### config.mk
export PLATFORM = sky130hd
export DESIGN_NAME = prio_req_arbiter
export DESIGN_NICKNAME = d
export VERILOG_FILES = /design/src/rtl/prio_arb_pkg.sv /design/src/rtl/arb_dev_slot.sv /design/src/rtl/arb_picker.sv /design/src/rtl/arb_grant_stage.sv /design/src/rtl/prio_req_arbiter.sv
export SDC_FILE = /design/constraint.sdc
export NUM_CORES = 1
export LEC_CHECK = 0
export ABC_AREA = 0
export BUFFER_PORTS_ARGS = -buffer_cell sky130_fd_sc_hd__buf_2
export CELL_PAD_IN_SITES_DETAIL_PLACEMENT = 0
export CELL_PAD_IN_SITES_GLOBAL_PLACEMENT = 1
export CORE_MARGIN = 3
export CORE_UTILIZATION = 45
export CTS_CLUSTER_SIZE = 25
export DETAILED_ROUTE_END_ITERATION = 10
export HOLD_SLACK_MARGIN = 0.05
export PLACE_DENSITY_LB_ADDON = 0.2
export REMOVE_ABC_BUFFERS = 1
export SYNTH_ARGS = -nofsm -noshare
export SYNTH_HDL_FRONTEND = slang
export SYNTH_SLANG_ARGS = --single-unit
### constraint.sdc
create_clock -name clk -period 16.99 [get_ports clk]
set_input_delay 5.097 -clock clk [delete_from_list [all_inputs] [get_ports clk]]
set_output_delay 5.097 -clock clk [all_outputs]
set_load 0.03 [all_outputs]
### src/rtl/prio_arb_pkg.sv
package prio_arb_pkg;
  localparam int CODE_W = 3;
  localparam int CFG_W  = 9;
  localparam int PRIO_W = 3;
  localparam logic [PRIO_W-1:0] PRIO_NONE = PRIO_W'((1 << PRIO_W) - 1);
  localparam logic [PRIO_W-1:0] PRIO_HOLD = PRIO_W'((1 << PRIO_W) - 2);

  // pin patterns (active-low) of the device request code
  typedef enum logic [CODE_W-1:0] {
    CODE_IDLE    = 3'b111,
    CODE_LO      = 3'b110,
    CODE_HI      = 3'b101,
    CODE_SEIZE   = 3'b100,
    CODE_RELEASE = 3'b011
  } req_code_e;

  typedef struct packed {
    logic              fifo_en;
    logic              lo_long;
    logic              hi_long;
    logic [PRIO_W-1:0] lo_prio;
    logic [PRIO_W-1:0] hi_prio;
  } dev_cfg_t;

  typedef struct packed {
    logic [PRIO_W-1:0] prio;
    logic              hi_cls;
    logic              is_long;
  } offer_t;

  // which counter a code feeds: {high, low}
  function automatic logic [1:0] count_up(input logic [CODE_W-1:0] code,
                                          input logic fifo_en);
    logic up_hi, up_lo;
    up_hi = (code == CODE_HI) && fifo_en;
    up_lo = (code == CODE_LO) || ((code == CODE_HI) && !fifo_en);
    return {up_hi, up_lo};
  endfunction

  // level and packet attributes a device presents
  function automatic offer_t make_offer(input dev_cfg_t c, input logic hi_pend,
                                        input logic lo_pend);
    offer_t o;
    if (hi_pend) begin
      o.prio = c.hi_prio; o.hi_cls = 1'b1; o.is_long = c.hi_long;
    end else if (lo_pend) begin
      o.prio = c.lo_prio; o.hi_cls = 1'b0; o.is_long = c.lo_long;
    end else begin
      o.prio = PRIO_NONE; o.hi_cls = 1'b0; o.is_long = 1'b0;
    end
    return o;
  endfunction
endpackage

### src/rtl/arb_dev_slot.sv
module arb_dev_slot
  import prio_arb_pkg::*;
#(
  parameter int CNT_W = 2
) (
  input  logic              clk,
  input  logic              rst,
  input  logic [CODE_W-1:0] code,
  input  dev_cfg_t          cfg,
  input  logic              take_hi,
  input  logic              take_lo,
  output offer_t            offer,
  output logic              hold
);
  localparam logic [CNT_W-1:0] CNT_MAX = '1;

  logic [CNT_W-1:0] cnt_hi, cnt_lo;
  logic             up_hi, up_lo;

  function automatic logic [CNT_W-1:0] sat_step(input logic [CNT_W-1:0] cur,
                                                input logic up, input logic down);
    logic [CNT_W:0] s;
    s = {1'b0, cur} + (CNT_W+1)'(up);
    if (s > {1'b0, CNT_MAX}) s = {1'b0, CNT_MAX};
    if (down && s != '0) s = s - 1'b1;
    return s[CNT_W-1:0];
  endfunction

  assign {up_hi, up_lo} = count_up(code, cfg.fifo_en);

  always_ff @(posedge clk) begin
    if (rst) begin
      cnt_hi <= '0;
      cnt_lo <= '0;
      hold   <= 1'b0;
    end else begin
      cnt_hi <= sat_step(cnt_hi, up_hi, take_hi);
      cnt_lo <= sat_step(cnt_lo, up_lo, take_lo);
      if (code == CODE_SEIZE)        hold <= 1'b1;
      else if (code == CODE_RELEASE) hold <= 1'b0;
    end
  end

  assign offer = make_offer(cfg, cnt_hi != '0, cnt_lo != '0);

  AST_CNT_SAT_HI: assert property (@(posedge clk) disable iff (rst)
    (cnt_hi == CNT_MAX && !take_hi) |=> cnt_hi == CNT_MAX);
  AST_CNT_SAT_LO: assert property (@(posedge clk) disable iff (rst)
    (cnt_lo == CNT_MAX && !take_lo) |=> cnt_lo == CNT_MAX);
  AST_FIFO_OFF: assert property (@(posedge clk) disable iff (rst)
    (!cfg.fifo_en && !take_hi) |=> cnt_hi == $past(cnt_hi));
  AST_SEIZE_SETS: assert property (@(posedge clk) disable iff (rst)
    (code == CODE_SEIZE) |=> hold);
endmodule

### src/rtl/arb_picker.sv
module arb_picker
  import prio_arb_pkg::*;
#(
  parameter int NUM_DEV = 8,
  parameter int DEV_W   = $clog2(NUM_DEV)
) (
  input  logic                    clk,
  input  logic                    rst,
  input  offer_t [NUM_DEV-1:0]    offers,
  input  logic   [NUM_DEV-1:0]    holds,
  input  logic                    grant_evt,
  output logic                    sel_vld,
  output logic   [DEV_W-1:0]      sel_dev,
  output logic                    sel_hi,
  output logic                    sel_long,
  output logic   [PRIO_W-1:0]     sel_prio,
  output logic   [PRIO_W-1:0]     arb_prio_q
);
  localparam int NUM_PRIO = 1 << PRIO_W;

  logic [DEV_W-1:0]  rover [NUM_PRIO];
  logic [PRIO_W-1:0] best, out_lvl;
  logic [DEV_W-1:0]  win;

  function automatic logic [PRIO_W-1:0] min_level(input offer_t [NUM_DEV-1:0] o);
    logic [PRIO_W-1:0] m;
    m = PRIO_NONE;
    for (int d = 0; d < NUM_DEV; d++)
      if (o[d].prio < m) m = o[d].prio;
    return m;
  endfunction

  // first tied device above the rover, else first tied device
  function automatic logic [DEV_W-1:0] tie_pick(input offer_t [NUM_DEV-1:0] o,
                                                input logic [PRIO_W-1:0] lvl,
                                                input logic [DEV_W-1:0] rov);
    logic [DEV_W-1:0] first_any, first_up;
    logic             got_any, got_up;
    first_any = '0; first_up = '0; got_any = 1'b0; got_up = 1'b0;
    for (int d = 0; d < NUM_DEV; d++) begin
      if (o[d].prio == lvl) begin
        if (!got_any) begin first_any = DEV_W'(d); got_any = 1'b1; end
        if (!got_up && DEV_W'(d) > rov) begin first_up = DEV_W'(d); got_up = 1'b1; end
      end
    end
    return got_up ? first_up : first_any;
  endfunction

  always_comb begin
    best    = min_level(offers);
    win     = tie_pick(offers, best, rover[best]);
    out_lvl = (|holds && best > PRIO_HOLD) ? PRIO_HOLD : best;
  end

  always_ff @(posedge clk) begin
    if (rst) begin
      sel_vld    <= 1'b0;
      sel_dev    <= '0;
      sel_hi     <= 1'b0;
      sel_long   <= 1'b0;
      sel_prio   <= PRIO_NONE;
      arb_prio_q <= PRIO_NONE;
    end else begin
      sel_vld    <= best < PRIO_HOLD;
      sel_dev    <= win;
      sel_hi     <= offers[win].hi_cls;
      sel_long   <= offers[win].is_long;
      sel_prio   <= best;
      arb_prio_q <= out_lvl;
    end
  end

  generate
    for (genvar p = 0; p < NUM_PRIO; p++) begin : g_rover
      always_ff @(posedge clk) begin
        if (rst)                                         rover[p] <= '0;
        else if (grant_evt && sel_prio == PRIO_W'(p))    rover[p] <= sel_dev;
      end
    end
  endgenerate

  AST_ROVER_LOAD: assert property (@(posedge clk) disable iff (rst)
    grant_evt |=> rover[$past(sel_prio)] == $past(sel_dev));
  AST_HOLD_LEVEL: assert property (@(posedge clk) disable iff (rst)
    (|holds) |=> arb_prio_q <= PRIO_HOLD);
  AST_GRANT_REAL: assert property (@(posedge clk) disable iff (rst)
    grant_evt |-> sel_prio < PRIO_HOLD);
endmodule

### src/rtl/arb_grant_stage.sv
module arb_grant_stage #(
  parameter int NUM_DEV    = 8,
  parameter int DEV_W      = $clog2(NUM_DEV),
  parameter int LONG_EXTRA = 2
) (
  input  logic               clk,
  input  logic               rst,
  input  logic               sel_vld,
  input  logic [DEV_W-1:0]   sel_dev,
  input  logic               sel_hi,
  input  logic               sel_long,
  input  logic               busy_in_q,
  input  logic               stop_q,
  input  logic               other_win,
  output logic               new_grant,
  output logic [NUM_DEV-1:0] gnt_q,
  output logic               hi_q,
  output logic               long_q,
  output logic               busy_q
);
  logic                  gnt_last, gnt_poss, long_start;
  logic [LONG_EXTRA-1:0] stretch;

  assign gnt_poss   = !gnt_last && !busy_in_q && !stop_q;
  assign new_grant  = gnt_poss && sel_vld && !other_win;
  assign long_start = new_grant && sel_long;

  always_ff @(posedge clk) begin
    if (rst) begin
      gnt_last <= 1'b0;
      gnt_q    <= '0;
      hi_q     <= 1'b0;
      long_q   <= 1'b0;
      stretch  <= '0;
      busy_q   <= 1'b0;
    end else begin
      gnt_last <= new_grant;
      if (new_grant) begin
        gnt_q  <= NUM_DEV'(1) << sel_dev;
        hi_q   <= sel_hi;
        long_q <= sel_long;
      end else if (gnt_poss) begin
        gnt_q  <= '0;
      end
      stretch <= long_start ? '1 : (stretch >> 1);
      busy_q  <= long_start || stretch[0];
    end
  end

  AST_NO_BACK2BACK: assert property (@(posedge clk) disable iff (rst)
    new_grant |=> !new_grant);
  AST_BUSY_LONG: assert property (@(posedge clk) disable iff (rst)
    long_start |=> busy_q ##1 busy_q ##1 busy_q);
endmodule

### src/rtl/prio_req_arbiter.sv
module prio_req_arbiter
  import prio_arb_pkg::*;
#(
  parameter int NUM_DEV    = 8,
  parameter int CNT_W      = 2,
  parameter int LONG_EXTRA = 2
) (
  input  logic                      clk,
  input  logic                      rst,
  input  logic [NUM_DEV*CODE_W-1:0] req_n,
  input  logic [NUM_DEV*CFG_W-1:0]  dev_cfg,
  input  logic                      busy_in_n,
  input  logic                      stop_n,
  input  logic                      other_win,
  output logic [NUM_DEV-1:0]        gnt_n,
  output logic                      hicls_gnt_n,
  output logic                      long_gnt_n,
  output logic                      busy_out_n,
  output logic [PRIO_W-1:0]         arb_req_n
);
  localparam int DEV_W = $clog2(NUM_DEV);

  logic [CODE_W-1:0]    code_q [NUM_DEV];
  logic                 busy_in_q, stop_q;
  offer_t [NUM_DEV-1:0] offers;
  logic [NUM_DEV-1:0]   holds;
  logic                 sel_vld, sel_hi, sel_long, new_grant;
  logic [DEV_W-1:0]     sel_dev;
  logic [PRIO_W-1:0]    sel_prio, arb_prio_q;
  logic [NUM_DEV-1:0]   gnt_q;
  logic                 hi_q, long_q, busy_q;

  always_ff @(posedge clk) begin
    if (rst) begin
      busy_in_q <= 1'b0;
      stop_q    <= 1'b0;
    end else begin
      busy_in_q <= !busy_in_n;
      stop_q    <= !stop_n;
    end
  end

  generate
    for (genvar g = 0; g < NUM_DEV; g++) begin : g_dev
      logic take_hi, take_lo;
      assign take_hi = new_grant && sel_dev == DEV_W'(g) && sel_hi;
      assign take_lo = new_grant && sel_dev == DEV_W'(g) && !sel_hi;

      always_ff @(posedge clk) begin
        if (rst) code_q[g] <= CODE_IDLE;
        else     code_q[g] <= req_n[g*CODE_W +: CODE_W];
      end

      arb_dev_slot #(.CNT_W(CNT_W)) u_slot (
        .clk     (clk),
        .rst     (rst),
        .code    (code_q[g]),
        .cfg     (dev_cfg_t'(dev_cfg[g*CFG_W +: CFG_W])),
        .take_hi (take_hi),
        .take_lo (take_lo),
        .offer   (offers[g]),
        .hold    (holds[g])
      );
    end
  endgenerate

  arb_picker #(.NUM_DEV(NUM_DEV), .DEV_W(DEV_W)) u_pick (
    .clk        (clk),
    .rst        (rst),
    .offers     (offers),
    .holds      (holds),
    .grant_evt  (new_grant),
    .sel_vld    (sel_vld),
    .sel_dev    (sel_dev),
    .sel_hi     (sel_hi),
    .sel_long   (sel_long),
    .sel_prio   (sel_prio),
    .arb_prio_q (arb_prio_q)
  );

  arb_grant_stage #(.NUM_DEV(NUM_DEV), .DEV_W(DEV_W), .LONG_EXTRA(LONG_EXTRA)) u_gnt (
    .clk       (clk),
    .rst       (rst),
    .sel_vld   (sel_vld),
    .sel_dev   (sel_dev),
    .sel_hi    (sel_hi),
    .sel_long  (sel_long),
    .busy_in_q (busy_in_q),
    .stop_q    (stop_q),
    .other_win (other_win),
    .new_grant (new_grant),
    .gnt_q     (gnt_q),
    .hi_q      (hi_q),
    .long_q    (long_q),
    .busy_q    (busy_q)
  );

  assign gnt_n       = ~gnt_q;
  assign hicls_gnt_n = ~hi_q;
  assign long_gnt_n  = ~long_q;
  assign busy_out_n  = ~busy_q;
  assign arb_req_n   = ~arb_prio_q;

  AST_ONE_GRANT: assert property (@(posedge clk) disable iff (rst)
    $onehot0(~gnt_n));
  AST_STOP_FREEZE: assert property (@(posedge clk) disable iff (rst)
    !stop_n |-> ##2 $stable(gnt_n));
  AST_BUSYIN_FREEZE: assert property (@(posedge clk) disable iff (rst)
    !busy_in_n |-> ##2 $stable(gnt_n));
  AST_OTHER_BLOCK: assert property (@(posedge clk) disable iff (rst)
    other_win |=> ($stable(gnt_n) || (&gnt_n)));
endmodule

== Word level (Yosys, flattened, before mapping) ==
Memory sizes are Yosys's and may differ from the RTL's.
Cells that the tools add are included.
W data, S select, Z words.
Operators by class
  add/sub/neg operators: 32
  magnitude comparators: 35
  eq/ne operators: 54
  shift operators: 1
  muxes and demuxes: 189
  bitwise operators: 21
  reduce and logical (&&, ||, !) cells: 153
Operators with widths (count)
  $mux W3: 83
  $eq A3 B3 Y1 const B: 32
  $mux W5: 16
  $logic_and A1 B1 Y1: 77
  $mux W1: 69
  $reduce_bool A2 Y1: 25
  $add A2 B1 Y3: 16
  $gt A3 B2 Y1 const B: 16
  $reduce_bool A3 Y1: 16
  $eq A3 B2 Y1 const B: 12
  $mux W2: 18
  $sub A2 B1 Y2 const B: 16
  $eq A3 B3 Y1: 8
  $logic_not A1 Y1: 22
  $lt A3 B3 Y1: 7
  $mux W8: 2
  $or A1 B1 Y1: 16
  $bmux W5 S3: 1
  $gt A3 B3 Y1 const A: 4
  $logic_or A1 B1 Y1: 9
  $not A8 Y8: 1
  $reduce_or A8 Y1: 1
  $shl A1 B3 Y8 const A: 1
  $eq A3 B1 Y1 const B: 2
  other kinds (9): 15
Storage, ports and cells
  register bits: 68
  memory bits (writable): 48
  input bits: 101
  output and inout bits: 14
  word-level logic and storage cells: 526
  memories kept: 2
Memory list
  code_q: depth 8, width 3, read ports 8, clocked after memory_dff 0, write ports 8, line prio_req_arbiter.sv:23  | logic [CODE_W-1:0] code_q [NUM_DEV];
  u_pick.rover: depth 8, width 3, read ports 1, clocked after memory_dff 0, write ports 8, line arb_picker.sv:21  | logic [DEV_W-1:0] rover [NUM_PRIO];

== Depth between registers and ports, before layout ==
Gate-level depths: netlist of run 1.
An unclocked memory read counts as a cell.
  depth after elaboration: 54
  mapped depth: 39
  gate-level depth less buffers: 37

== Cells and area by module ==
From an unflattened synthesis of run 1, not the netlist that was laid out.
Second synthesis, totals
  cell total of the unflattened synthesis: 864
  area, all modules: 7832.5 µm²
By module, submodules not included
  arb_picker: instances 1, cells an instance 391, area each 3503.4 µm², sequential area each 960.9 µm²
  arb_dev_slot: instances 8, cells an instance 41, area each 359.1 µm², sequential area each 100.1 µm²
  prio_req_arbiter: instances 1, cells an instance 95, area each 932.1 µm², sequential area each 520.5 µm²
  arb_grant_stage: instances 1, cells an instance 50, area each 524.3 µm², sequential area each 280.3 µm²

== Worst setup path after synthesis of run 1 ==
OpenSTA, ideal clock, no wires.
  path type: input to register
  from: input port dev_cfg[2]
  to: register u_pick.sel_long
  library setup time: 0.117 ns
  arrival time: 11.933 ns
  required time: 16.873 ns
  path slack: 4.940 ns
  stages on the path: 35
  buffers on the path: 1
  cells stage by stage: o22ai_1 -> inv_1 -> ha_1 -> ha_1 -> ha_1 -> nor2b_1 -> a211oi_1 -> o21ba_2 -> o2bb2ai_1 -> o21ai_0 -> ha_1 -> nor2_1 -> nor2_1 -> or2_2 -> o21ai_0 -> o22ai_1 -> mux2_4 -> ha_1 -> nor2_1 -> o21bai_1 -> o21ai_0 -> inv_1 -> a31oi_1 -> o31ai_2 -> or2_1 -> a221o_1 -> mux2_4 -> o21ai_2 -> nand2_1 -> or4b_1 -> o221a_2 -> buf_6 -> a2111oi_2 -> a21oi_1 -> a32o_1
On the way
  longest elaborated chain between the ends: 52
  elaborated cells on any way between the ends: 102
  those cells by class: order compare: 16; eq/ne: 8; mux: 63; reduce/logical: 14; memory: 1
Ends and longest elaborated chain
  from (decl): line prio_req_arbiter.sv:11  | input logic [NUM_DEV*CFG_W-1:0] dev_cfg,
  $mux W5 *: line prio_arb_pkg.sv:44  | if (hi_pend) begin
  $lt A3 B3 Y1: line arb_picker.sv:29  | if (o[d].prio < m) m = o[d].prio;
  $mux W3: line arb_picker.sv:29
  $lt A3 B3 Y1: line arb_picker.sv:29
  $mux W3: line arb_picker.sv:29
  $lt A3 B3 Y1: line arb_picker.sv:29
  $mux W3: line arb_picker.sv:29
  $lt A3 B3 Y1: line arb_picker.sv:29
  [36 not listed]
  $mux W1: line arb_picker.sv:41  | if (o[d].prio == lvl) begin
  $logic_not A1 Y1: line arb_picker.sv:43  | if (!got_up && DEV_W'(d) > rov) begin first_up = DEV_W'(d); got_up = 1'b1; end
  $logic_and A1 B1 Y1: line arb_picker.sv:43
  $mux W3 or $mux W1 (tied branches): line arb_picker.sv:43
  $mux W3 or $mux W1 (tied branches): line arb_picker.sv:41
  $mux W3 *: line arb_picker.sv:46  | return got_up ? first_up : first_any;
  $bmux W5 S3 *: line arb_picker.sv:67  | sel_long <= offers[win].is_long;
  $mux W2 *
  to (signal assigned): line arb_picker.sv:67
  to (decl): line arb_picker.sv:15  | output logic sel_long,
Mark *: on every way between the ends. The rest lies on a longest branch, timed or not. The select of a mux whose other input is x is not followed.
A chain may end at the register's enable or synchronous reset.

== Worst setup path in the final report of run 1 ==
Same ends and word-level chain as after synthesis.

==> results.ini, run 1 <==
[cells_and_area]
regArea_um2 = 2560
fill_cells = 1410
area_growth_pct = 17.9
drive_gt1_share_pct = 22.8
multi_input_area_um2 = 4440
diodes = 0
nNetsFinal = 1090

[clock_network]
clk_pin_slew_ns = 0.05
post_cts_buffers = 0
cts.sinks = 116
cts_tree = done
htree_num_levels = 4
cts_resized = 0
clk_latency_ns = 0.42
cts_buffers = 17
holdBufCountCts = 0
cts_root_buf = clkbuf_16
cts.path.max_buffers = 2

[logic_synthesis]
synth_ff_type = dfxtp_1
yosysTopAreaCellShare_pct = 25.3
ys_async_sr_fraction_pct = 0
synth-seq-cells = 116
yosys_warnings = 0
synth_edf_count = 24
synth_area_leaders = dfxtp_1 (25%), edfxtp_1 (9.9%), ha_1 (8.4%), nor2_1 (4.2%), a21oi_1 (3.3%)
syn-instance-count = 827
synth_xor_area_share_pct = 4.21
synth_compound_area_share_pct = 20.6
yosysSeqAreaShare_pct = 35.2
syn-cell-area_um2 = 7290
synthAdderAreaFrac_pct = 8.41
synth_top_family_by_area = simple AND/OR/NAND/NOR gates
synth_top_area_cell = dfxtp_1
synth-simple-area-share_pct = 22.2
synth_mux_area_share_pct = 5.56
netlist_top_cells_count = dfxtp_1 (92), nor2_1 (81), ha_1 (49), nand2_1 (49), a21oi_1 (48)
synth.most_common_cell = dfxtp_1
avgSynthCellArea_um2 = 8.81
synth.distinct_cells = 71

[grt]
grt_max_degree = 55
grt_usage_pct = 21.6
grt-ovfl-total = 0
antenna_found_initial = 0
grt_pass1_wl_um = 30700
grt_pass1_vias = 6231

[pwr]
p_per_area_nw_per_um2 = 142
pwr-share-comb_pct = 45.2
irDropWorstVdd_v = 0.0000965
internal_power_mw = 0.744
clkPwrFrac_pct = 27.2
switching_share_pct = 39.1
seqPwrFrac_pct = 27.5
total_leakage_power_nw = 3.52
switching_power_mw = 0.478

[run]
maxCapViolations = 0

[detailed_routing]
drtIter0Drc = 330
routed_via_density = 5.46
dr_wl_met3_um = 1120
dr.pass1.iters = 4
met1Wirelength_um = 8520
drc = 0
wl_per_cell_um = 16.3
finalWirelength_um = 19000
wl_met2_um = 8950
top_layer = met4
routed-via-count = 6353
ant_nets = 0

[critical_path]
arrival_ns = 13.00
cp_max_fo = 15
max_stage_delay_ns = 0.51
critPathRequiredTime_ns = 17.29
slowest_stage = or4b_1
cpMostUsedCell = ha_1
crit_type = primary input to register
cp-end-kind = register
cp-start-kind = primary input

[timing]
final-max-slew-violation-count = 0
period_share_pct = 74.7
worst_pin_slew_ns = 0.846
fin_hold_ws_ns = 0.426
fin_setup_tns_ns = 0
slew_headroom_pct = 43.5
period_needed_ns = 12.70
hold_viol = 0
skew_ns = 0.00851
fmaxAchievable_mhz = 78.8
setup_viol = 0
rsz0062_at_grt = false

[die]
pin_count = 115
die_area_um2 = 17800
coreArea_um2 = 15500
chipWidth_um = 133
die_h_um = 133
rows = 45
initial_core_util_pct = 46.9

[placed_design]
hpwl_um = 14800
io_buffers = 114
gp_congestion = 0.891

[status]
outcome = finished clean

[worst_hold_path]
hold_path.class = register to register

==> cells in the final DEF, fill, tap and decap left out, drive strengths merged, types with 19 or more instances in the layout <==
cell type  instances
a211oi            19
a21oi             48
and2              25
buf              117
clkbuf            19
dfxtp             92
edfxtp            24
ha                49
inv               48
nand2             49
nor2              81
nor2b             19
nor3              38
o21ai             47
or2               34
xnor2             20
==> power groups by stage <==
stage | Combinational (mW) | Sequential [mW] | Clock (mW)
finish | 0.553 | 0.336 | 0.333
CTS | 0.550 | 0.336 | 0.338
global placement | 0.530 | 0.341 | 0
floorplan | 0.421 | 0.327 | 0
detailed placement | 0.547 | 0.342 | 0
global route | 0.613 | 0.340 | 0.352
==> logic make-up after synthesis <==
family	count (synthesis)
fa+ha+maj	49
compound gates	217
xor+xnor	35
mux	32
simple gates	308
flops	116
buf+inv	70
==> per-stage QoR <==
| step | std cells | area, um2 | power, mW | worst slack, ns | util [%] |
|---|---|---|---|---|---|
| floorplan | 804 | 7180 | 0.748 | 4.73 | - |
| global placement | 1132 | 8040 | 0.870 | 4.26 | 51.7 |
| detailed placement | 1132 | 8040 | 0.889 | 3.92 | 51.7 |
| CTS | 1164 | 8590 | 1.23 | 4.32 | 55.3 |
| global route | 1164 | 8590 | 1.30 | 3.64 | 55.3 |
| finish | 1164 | 8590 | 1.22 | 4.29 | 55.3 |
==> path summary, 6_finish.rpt <==
check	from	endpoint	slack, ns	depth (start not counted)
max reg2reg	g_dev[1].u_slot.cnt_hi[1]	u_pick.sel_long	8.26	37
min reg2reg	u_gnt.stretch[0]	u_gnt.busy_q	0.43	2
min	u_gnt.stretch[0]	u_gnt.busy_q	0.43	2
max	dev_cfg[2]	u_pick.sel_long	4.29	36
==> critical path, delay by kind of cell <==
family | cells | cell delay [ns]
AO/OA/AOI/OAI | 17 | 3.84
buffers and inverters | 4 | 0.50
AND/OR/NAND/NOR | 8 | 1.56
adder cells (fa/ha/maj) | 5 | 1.30
multiplexers | 2 | 0.68
==> layout make-up <==
cell class              instances  share of cell area [%]
clock buffers                  19                    5.16
inverters                      47                    2.05
repair buffers                117                    6.91
flip-flops and latches        116                    29.8
clock inverters                13                    1.27
multi-input cells             641                    51.7
well taps                     211                    3.07
==> registers in the layout (all words and copies together) (netlist names), 2 cells and up <==
name and flops:
u_pick.sel_prio 3, code_q 24, u_gnt.stretch 2, u_pick.arb_prio_q 3, g_dev.u_slot.cnt_hi 16, u_pick.rover 24
u_pick.sel_dev 3, u_gnt.gnt_q 8, g_dev.u_slot.cnt_lo 16, g_dev.u_slot.hold 8
==> layer usage <==
metal | track usage, % | vias to the layer above
met1 | 27.9 | 2949
met5 | 0 | -
met2 | 35.9 | 186
met4 | 7.03 | 0
met3 | 4.68 | 23
li1 | - | 3195
(Power assumes the default switching activity.)
==> run 2: changes to the inputs <==
--- a/config.mk
+++ b/config.mk
@@ -10,7 +10,7 @@
 export CELL_PAD_IN_SITES_DETAIL_PLACEMENT = 0
 export CELL_PAD_IN_SITES_GLOBAL_PLACEMENT = 1
 export CORE_MARGIN = 3
-export CORE_UTILIZATION = 45
+export CORE_UTILIZATION = 39
 export CTS_CLUSTER_SIZE = 25
 export DETAILED_ROUTE_END_ITERATION = 10
 export HOLD_SLACK_MARGIN = 0.05
==> constraint.sdc (replaced) <==
create_clock -name clk -period 11.1 [get_ports clk]
set_input_delay 3.33 -clock clk [delete_from_list [all_inputs] [get_ports clk]]
set_output_delay 3.33 -clock clk [all_outputs]
set_load 0.03 [all_outputs]
==> run 2 against run 1 <==
Net effect:
- via count shrank 2.2%
- cell count grew 2.0%
- worst hold slack gained 0.012 ns
- clock power grew 83%
- flip-flop and latch count is the same
- clock skew shrank 0.00082 ns
- register-to-register slack lost 5.5 ns
- die area grew 15%
- design area grew 2.3%
- critical path type unchanged
- highest routed layer unchanged
==> results.ini, run 2 (same netlist as run 1, synthesis figures left out) <==
[timing]
worst_pin_slew_ns = 0.854  ; +0.00749 ns
period_needed_ns = 10.46
hold_viol = 0  ; unchanged
fin_hold_ws_ns = 0.438  ; +0.0115 ns
rsz0062_at_grt = false
final-max-slew-violation-count = 0  ; unchanged
fin_setup_tns_ns = 0  ; unchanged
period_share_pct = 94.2
fmaxAchievable_mhz = 95.6
skew_ns = 0.00770  ; -0.000817 ns
setup_viol = 0  ; unchanged
slew_headroom_pct = 42.6  ; -0.95 points

[detailed_routing]
routed-via-count = 6211  ; -2.2%
routed_via_density = 5.23  ; -4.1%
dr.pass1.iters = 5  ; +1
finalWirelength_um = 18800  ; -0.73%
wl_per_cell_um = 15.9  ; -2.7%
drc = 0  ; unchanged
drtIter0Drc = 310  ; -6.1%
ant_nets = 0  ; unchanged

[grt]
antenna_found_initial = 0  ; unchanged
grt_pass1_wl_um = 29700  ; -3.2%
grt_usage_pct = 18.6  ; -2.9 points
grt-ovfl-total = 0  ; unchanged
grt_max_degree = 56  ; +1.8%
grt_pass1_vias = 5795  ; -7.0%

[critical_path]
setup.worst_path.start = dev_cfg[11]
rr_worst_depth = 37  ; unchanged
r2r_end = u_pick.sel_long
rrSetupSlack_ns = 2.76  ; -5.50 ns
critPathRequiredTime_ns = 11.41  ; -5.88 ns
slowest_stage = or4b_1
cp_max_fo = 9  ; -6
max_stage_delay_ns = 0.50  ; about the same
cp-start-kind = primary input
arrival_ns = 10.77  ; -2.23 ns
crit_type = primary input to register
rr_startpoint = g_dev[1].u_slot.cnt_hi[0]
cpMostUsedCell = ha_1
cp-end-kind = register
cp-endpoint = u_pick.sel_long

[die]
pin_count = 115  ; unchanged
chipWidth_um = 143  ; +7.1%
coreArea_um2 = 18100  ; +17%
initial_core_util_pct = 40.1  ; -6.7 points
die_area_um2 = 20400  ; +15%
rows = 49  ; +8.9%
die_h_um = 143  ; +7.1%

[clock_network]
cts_resized = 0  ; unchanged
clk_latency_ns = 0.42  ; about the same
cts_tree = done
holdBufCountCts = 0  ; unchanged
cts.path.max_buffers = 2  ; unchanged
post_cts_buffers = 0  ; unchanged
htree_num_levels = 4  ; unchanged
cts_root_buf = clkbuf_16
cts.sinks = 116  ; unchanged
clk_pin_slew_ns = 0.05  ; about the same
cts_buffers = 17  ; unchanged

[pwr]
p_per_area_nw_per_um2 = 226  ; +59%
irDropWorstVdd_v = 0.000133  ; +38%
total_leakage_power_nw = 3.61  ; +2.6%

[cells_and_area]
top_regs = code_q (24), u_pick.rover (24)
area_growth_pct = 20.5
nNetsFinal = 1096  ; +0.55%
diodes = 0  ; unchanged
fin_area_um2 = 8780  ; +2.3%
drive_gt1_share_pct = 23.3  ; +0.51 points
fin_cells = 1187  ; +2.0%
final_common_cell = buf_2
final_cell_mix = buf_2 (114), dfxtp_1 (92), nor2_1 (81), nand2_1 (49), ha_1 (49)

[placed_design]
place_inst = 1156  ; +2.1%
hpwl_um = 14600  ; -1.6%
io_buffers = 114  ; unchanged
placed_cell_area_um2 = 8100  ; +0.84%
gp_congestion = 0.846  ; -5.1%

[run]
maxCapViolations = 0  ; unchanged

[status]
outcome = finished clean

[worst_hold_path]
hold_path.class = register to register

[run 2: cell count changes in the layout (fill, tap and decap cells not counted), moves of 2 or more]
cell / delta
clkbuf_8: +2
clkinv_2: -2
clkbuf_16: +2
clkinvlp_4: -3
buf_4: +6
bufinv_16: +3
[run 2: per-stage QoR]
step           util [%]  total power, mW  setup WS (ns)
2_1_floorplan         -             1.15          0.612
3_3_place_gp       44.7             1.38          0.307
3_5_place_dp       44.7             1.38          0.170
4_1_cts            48.3             1.99          0.586
5_1_grt            48.4             2.11         0.0209
6_report           48.4             1.99          0.639
[run 2: how the worst min path moves through the flow]
stage                           from                to  slack [ns]  cells after the start
floorplan           u_gnt.stretch[0]      u_gnt.busy_q        0.42                      2
global placement    u_gnt.stretch[1]  u_gnt.stretch[0]        0.44                      2
detailed placement  u_gnt.stretch[0]      u_gnt.busy_q        0.43                      2
CTS                 u_gnt.stretch[0]      u_gnt.busy_q        0.44                      2
global route        u_gnt.stretch[0]      u_gnt.busy_q        0.46                      2
finish              u_gnt.stretch[0]      u_gnt.busy_q        0.44                      2
[run 2: cell type report]
type                            count  area [um2]
Clock buffer                       23         520
Clock inverter                      8         143
Fill cell                        1761        9370
Inverter                           47         176
Multi-Input combinational cell    641        4460
Sequential cell                   116        2560
Tap cell                          229         287
Timing Repair Buffer              123         638
[run 2: critical path: cells and delay by family]
kind            cells  cell delay [ns]
mux                 2             0.67
simple gates        8             1.60
buf+inv             4             0.45
fa+ha+maj           5             1.36
compound gates     17             3.34
[run 2: metal layers]
metal	vias to the layer above	global-route usage [%]	share of wire [%]	wire (um)
li1	3210	-	-	-
met1	2819	26.4	49	9270
met2	159	28.1	44	8240
met3	23	3.72	4.7	884
met4	0	6.80	2.2	413
met5	-	0	0	0
[run 2: power by group]
| part | internal, mW | switching [mW] |
|---|---|---|
| clock network | 0.418 | 0.191 |
| registers | 0.466 | 0.0432 |
| logic | 0.382 | 0.486 |
